### src/rtl/cfg_load_port.sv
module cfg_load_port #(
  parameter int NUM_REGS    = 19,
  parameter int BYTE_W      = 8,
  parameter int SYNC_STAGES = 2
) (
  input  logic                           clk,
  input  logic                           rst_n,
  input  logic                           load_i,
  input  logic                           sel_data_i,
  input  logic                           sel_high_i,
  input  logic [BYTE_W-1:0]              data_i,
  output logic [NUM_REGS-1:0]            wr_en_o,
  output logic [NUM_REGS*2*BYTE_W-1:0]   regs_o
);

  localparam int REG_W = 2 * BYTE_W;
  localparam logic [BYTE_W-1:0] LAST_A = BYTE_W'(NUM_REGS - 1);

  // strobe synchronizer and falling-edge detect
  logic [SYNC_STAGES-1:0] sync_q;
  logic                   load_prev_q;
  logic                   fall;

  always_ff @(posedge clk) begin
    if (!rst_n) begin
      sync_q      <= '1;
      load_prev_q <= 1'b1;
    end else begin
      sync_q      <= {sync_q[SYNC_STAGES-2:0], load_i};
      load_prev_q <= sync_q[SYNC_STAGES-1];
    end
  end

  assign fall = load_prev_q & ~sync_q[SYNC_STAGES-1];

  // pointer, wrap start, mode and byte phase
  logic [BYTE_W-1:0] addr_q, start_q, next_addr;
  logic              auto_q, phase_q;
  logic              addr_cyc, data_cyc, in_range, wr_hi, we, adv;

  assign addr_cyc  = fall & ~sel_data_i;
  assign data_cyc  = fall & sel_data_i;
  assign in_range  = addr_q <= LAST_A;
  assign wr_hi     = auto_q ? phase_q : sel_high_i;
  assign we        = data_cyc & in_range;
  assign adv       = data_cyc & auto_q & phase_q;
  assign next_addr = (addr_q >= LAST_A) ? start_q : addr_q + 1'b1;

  always_ff @(posedge clk) begin
    if (!rst_n) begin
      addr_q  <= '0;
      start_q <= '0;
      auto_q  <= 1'b0;
      phase_q <= 1'b0;
    end else if (addr_cyc) begin
      addr_q  <= data_i;
      start_q <= data_i;
      auto_q  <= sel_high_i;
      phase_q <= 1'b0;
    end else if (data_cyc && auto_q) begin
      phase_q <= ~phase_q;
      if (adv) addr_q <= next_addr;
    end
  end

  // register bank
  logic [REG_W-1:0] regs_q [NUM_REGS];

  for (genvar i = 0; i < NUM_REGS; i++) begin : g_reg
    logic hit;
    assign hit = we && (addr_q == BYTE_W'(i));

    always_ff @(posedge clk) begin
      if (!rst_n) begin
        regs_q[i]  <= '0;
        wr_en_o[i] <= 1'b0;
      end else begin
        wr_en_o[i] <= hit;
        if (hit) begin
          if (wr_hi) regs_q[i][REG_W-1:BYTE_W] <= data_i;
          else       regs_q[i][BYTE_W-1:0]     <= data_i;
        end
      end
    end

    assign regs_o[i*REG_W +: REG_W] = regs_q[i];
  end

  // checks
  assert_single_strobe_R11: assert property (@(posedge clk) disable iff (!rst_n)
    $onehot0(wr_en_o));

  assert_quiet_R2: assert property (@(posedge clk) disable iff (!rst_n)
    !fall |=> $stable(regs_o) && (wr_en_o == '0));

  assert_manual_hold_R4: assert property (@(posedge clk) disable iff (!rst_n)
    (data_cyc && !auto_q) |=> $stable(addr_q));

  assert_ignore_high_R5: assert property (@(posedge clk) disable iff (!rst_n)
    (data_cyc && !in_range) |=> (wr_en_o == '0) && $stable(regs_o));

  assert_advance_R8: assert property (@(posedge clk) disable iff (!rst_n)
    (adv && addr_q < LAST_A) |=> addr_q == $past(addr_q) + 1'b1);

  assert_wrap_R9: assert property (@(posedge clk) disable iff (!rst_n)
    (adv && addr_q >= LAST_A) |=> addr_q == start_q);

endmodule

### config.mk
export PLATFORM = sky130hd
export DESIGN_NAME = cfg_load_port
export DESIGN_NICKNAME = d
export VERILOG_FILES = /design/src/rtl/cfg_load_port.sv
export SDC_FILE = /design/constraint.sdc
export NUM_CORES = 1
export LEC_CHECK = 0
export BUFFER_PORTS_ARGS = -buffer_cell sky130_fd_sc_hd__buf_2
export CAP_MARGIN = 15
export CORE_MARGIN = 1
export CORE_UTILIZATION = 57
export CTS_CLUSTER_SIZE = 24
export DETAILED_ROUTE_END_ITERATION = 7
export PLACE_DENSITY = 0.88
export SYNTH_ARGS = -nofsm -noshare
export SYNTH_HDL_FRONTEND = slang
export SYNTH_SLANG_ARGS = --single-unit
### constraint.sdc
create_clock -name clk -period 5.3 [get_ports clk]
set_clock_uncertainty 0.1 [all_clocks]
set_input_delay 0.795 -clock clk [delete_from_list [all_inputs] [get_ports clk]]
set_output_delay 0.795 -clock clk [all_outputs]
set_load 0.03 [all_outputs]
# == Word-level counts from Yosys, hierarchy flattened ==
# Memory sizes are Yosys's and may differ from the RTL's.
# Index checks and enable logic that the tools add are counted.
# totals
regBits,40
ramBits,304
n_memories,1
# memory_table
name,words,word_bits,rd,rd_ports_with_merged_regs,write_ports,line_no,text
regs_q,19,16,19,0,19,67,logic [REG_W-1:0] regs_q [NUM_REGS];
# classes
n_addsub,1
magnitude_cmp,2
n_eq_ne,18
muxes,160
bitwise,48
reduce_logical,25
# op_table
operator,n
8-bit two-way mux,42
1-bit two-way mux,118
"8-bit by 4-bit equality test with 1-bit output, second input constant",8
1-bit OR,38
"8-bit by 3-bit equality test with 1-bit output, second input constant",4
"8-bit by 5-bit equality test with 1-bit output, second input constant",3
1-bit logical AND,20
"8-bit by 2-bit equality test with 1-bit output, second input constant",2
"8-bit by 1-bit adder with 8-bit output, second input constant",1
"8-bit by 1-bit equality test with 1-bit output, second input constant",1
"8-bit by 5-bit greater-or-equal comparator with 1-bit output, second input constant",1
"8-bit by 5-bit <= comparator with 1-bit output, second input constant",1
8-bit logical NOT,1
1-bit bitwise AND,6
1-bit NOT,4
2-bit nonzero test,2
2-bit AND reduction,1
2-bit OR reduction,1

# == Depth between registers and ports, before layout ==
# depth
ltp_word,9
mapped_depth,8
mapped_depth_nobuf,6

# == Least setup slack after synthesis ==
# Ideal clock, no wire load.
# synth_timing
kind,input-to-reg
startpoint,input port sel_data_i
endpoint,"memory regs_q[16][0] (netlist name), enable pin"
setup_time_ns,0.384
arrival_ns,2.152
t_required_ns,4.816
slack_ns,2.664
path_stages,4
path_buffers,0
cell_sequence,nand3b_1 nor2_4 nand4_1 o21ai_0
# synth_lines
element,line_no,text
start: declaration,9,"input logic sel_data_i,"
end: declaration,67,

==> flow_summary.toml <==
[timing]
post-route-period-util_pct = 68.4
setup_ws_ns = 1.67
setup_viol = 0
rsz0062_at_grt = "no"
slew_viol_final = 0
min_period_ns = 3.63
max_freq_mhz = 276
hold_viol = 0
setup_tns_ns = 0
worstMarginPinSlew_ns = 1.20
slew-limit-headroom_pct = 19.4

[routing]
wirelength_um = 36700
vias_per_cell = 5.87
vias = 9619
first_pass_iters = 7
wl_per_cell_um = 22.4
post-route-drc-count = 25
ant_nets = 0
drtIter0Drc = 1067

[yosys]
synth.distinct_cells = 49
avgSynthCellArea_sq_um = 13.1
synth-edff-count = 304
synthesis.area_sq_um = 12900
yosysWarnings = 0
synth_async_sr_flop_share_pct = 0
yosysSeqAreaShare_pct = 76.7
synth_fp_nets = 1002
synthFlopType = "edfxtp_1"
netlist_instances = 985
ys_ff_latch = 344

[cts]
clk_pin_slew_ns = 0.06
cts_buffers = 34
clockBufferDepth = 3
cts_setup_buffers = 0
root_buffer = "clkbuf_16"
htree_levels = 2
cts_hold_buf = 0
clock_sinks = 344
clk_latency_ns = 0.50
cts-resized-gates = 0
cts_tree = "built"

[place]
gp_congestion = 0.846
placed_cells = 1557
dpl_worst_slack_ns = 1.24
place_hpwl_um = 24400
numPortBuffers = 335

[status]
violations = "DRC"
status = "complete, but fails checks"

[grt]
overflow = 0
grt_pass1_vias = 9239
antenna_found_initial = 1
grt_pass1_wl_um = 54600
grt_max_degree = 58
grtUsageTotal_pct = 31.2

[critical_path]
critPathCaptureType = "flip-flop"
cp-start-kind = "flip-flop"
cp_max_fo = 18
cp.arrival_ns = 3.74
path_class = "flip-flop to flip-flop"
cp.required_ns = 5.41

[die]
fp.dieArea_sq_um = 23300
core_sq_um = 22000
num_rows = 54
ios = 336
start_util_pct = 58.8
die_width_um = 153
die_h_um = 153

[worst_hold_path]
hold_class = "flip-flop to flip-flop"

[pwr]
power.ir.vdd_worst_v = 0.000202
power.leakage_nw = 6.25
power.density_nw_per_um2 = 370

[finish]
final_cells = 1639
antennaDiodeCount = 0
finalNetCount = 1351
area_delta_synth_final_pct = 24.5
layout-drive-gt1-share_pct = 33.2

[flow_run]
cap_violations = 0
## path summary, 6_finish.rpt
check,startpoint,end,slack [ns],cells after the start
max,auto_q,regs_q[1][0],1.67,4
min,sync_q[0],sync_q[1],0.31,1
max reg2reg,auto_q,regs_q[1][0],1.67,4
min reg2reg,sync_q[0],sync_q[1],0.31,1
## final cells by class
type	instances	area (sq um)
flip-flops and latches	344	9930
clock buffers	46	970
repair buffers	375	1940
clock inverters	15	171
inverters	7	26.3
well taps	280	350
fillers	1366	5910
multi-input cells	572	2730
## synthesized netlist by cell type, types with 5 or more instances
cell | number | share of area (%)
nand4_1 | 6 | 0.29
buf_2 | 14 | 0.54
nor2_1 | 315 | 9.1
and2_1 | 15 | 0.72
clkbuf_1 | 41 | 1.2
edfxtp_1 | 304 | 71
nand2_1 | 73 | 2.1
a21oi_1 | 12 | 0.46
dfxtp_1 | 40 | 6.2
inv_1 | 7 | 0.20
a31oi_1 | 5 | 0.24
nand3_4 | 9 | 1.2
o21ai_0 | 39 | 1.5
nand3_1 | 51 | 2.0
## layer usage
layer | track usage, % | vias up | share of wire (%)
met5 | 0 | - | 0.035
met4 | 17.2 | 2 | 5.8
met3 | 6.31 | 153 | 10
met2 | 51.7 | 746 | 49
met1 | 38.8 | 4588 | 36
li1 | - | 4130 | -
## stage by stage
stage          util (%)  power (mW)  area [sq um]  hold slack (ns)
2_1_floorplan         -        3.38         12900            0.286
3_3_place_gp       67.3        3.53         14800            0.295
3_5_place_dp       67.4        3.54         14800            0.298
4_1_cts            72.6        5.95         16000            0.312
5_1_grt            73.2        6.09         16100            0.356
6_report           73.2        5.97         16100            0.314
## power by group
part           internal (mW)  total [mW]  switching, mW  leakage (nW)
combinational         0.0868       0.435          0.349          2.23
sequential              3.02        3.06         0.0353          3.46
clock                   1.48        2.47          0.993         0.559
## state kept, by name, indices dropped and copies added, names as in the netlist
| register | cells |
|---|---|
| regs_q | 304 |
| wr_en_o | 19 |
| addr_q | 8 |
| start_q | 8 |
| sync_q | 2 |
| auto_q | 1 |
| load_prev_q | 1 |
| phase_q | 1 |
## layout by cell type (no fill, tap or decap), types with 2 or more instances in the layout
cell | synthesis | routed
nor2_4 | 1 | 2
buf_4 | 1 | 17
nor3_1 | 3 | 3
a21boi_0 | 2 | 2
a31oi_1 | 5 | 5
nor2_2 | 1 | 2
clkbuf_2 | 1 | 6
xor2_1 | 2 | 2
clkbuf_4 | 0 | 7
inv_1 | 7 | 7
o21ai_1 | 1 | 2
o21ai_0 | 39 | 38
a21oi_1 | 12 | 12
buf_2 | 14 | 345
nand2b_1 | 4 | 4
nor3b_4 | 2 | 2
clkinv_1 | 0 | 6
nor2_1 | 315 | 313
nand3_2 | 2 | 5
nand2_1 | 73 | 73
clkbuf_16 | 0 | 37
dfxtp_1 | 40 | 40
and2_1 | 15 | 15
nand4_1 | 6 | 6
nand3_4 | 9 | 9
o221ai_1 | 3 | 3
nand3b_1 | 2 | 2
bufinv_16 | 0 | 4
ha_1 | 4 | 4
edfxtp_1 | 304 | 304
nand3_1 | 51 | 48
clkinv_2 | 0 | 4
or2_2 | 2 | 2
clkbuf_1 | 41 | 8
nor2b_1 | 2 | 2
## worst max-delay path: stages, from the launching register on
cell and delay (ns):
dfxtp_1 0.46, mux2i_2 0.87, nand2_1 0.72, o21ai_0 0.87, buf_2 0.31
## cells by family after synthesis
family                   after synthesis  share of synthesized area, %
AND/OR/NAND/NOR                      497                          17.3
XOR/XNOR                               2                         0.135
adder cells (fa/ha/maj)                4                         0.387
buffers and inverters                 69                          2.42
multiplexers                           2                         0.164
AO/OA/AOI/OAI                         67                          2.90
flip-flops                           344                          76.7
Note: power is estimated with default switching activity, not from simulation.
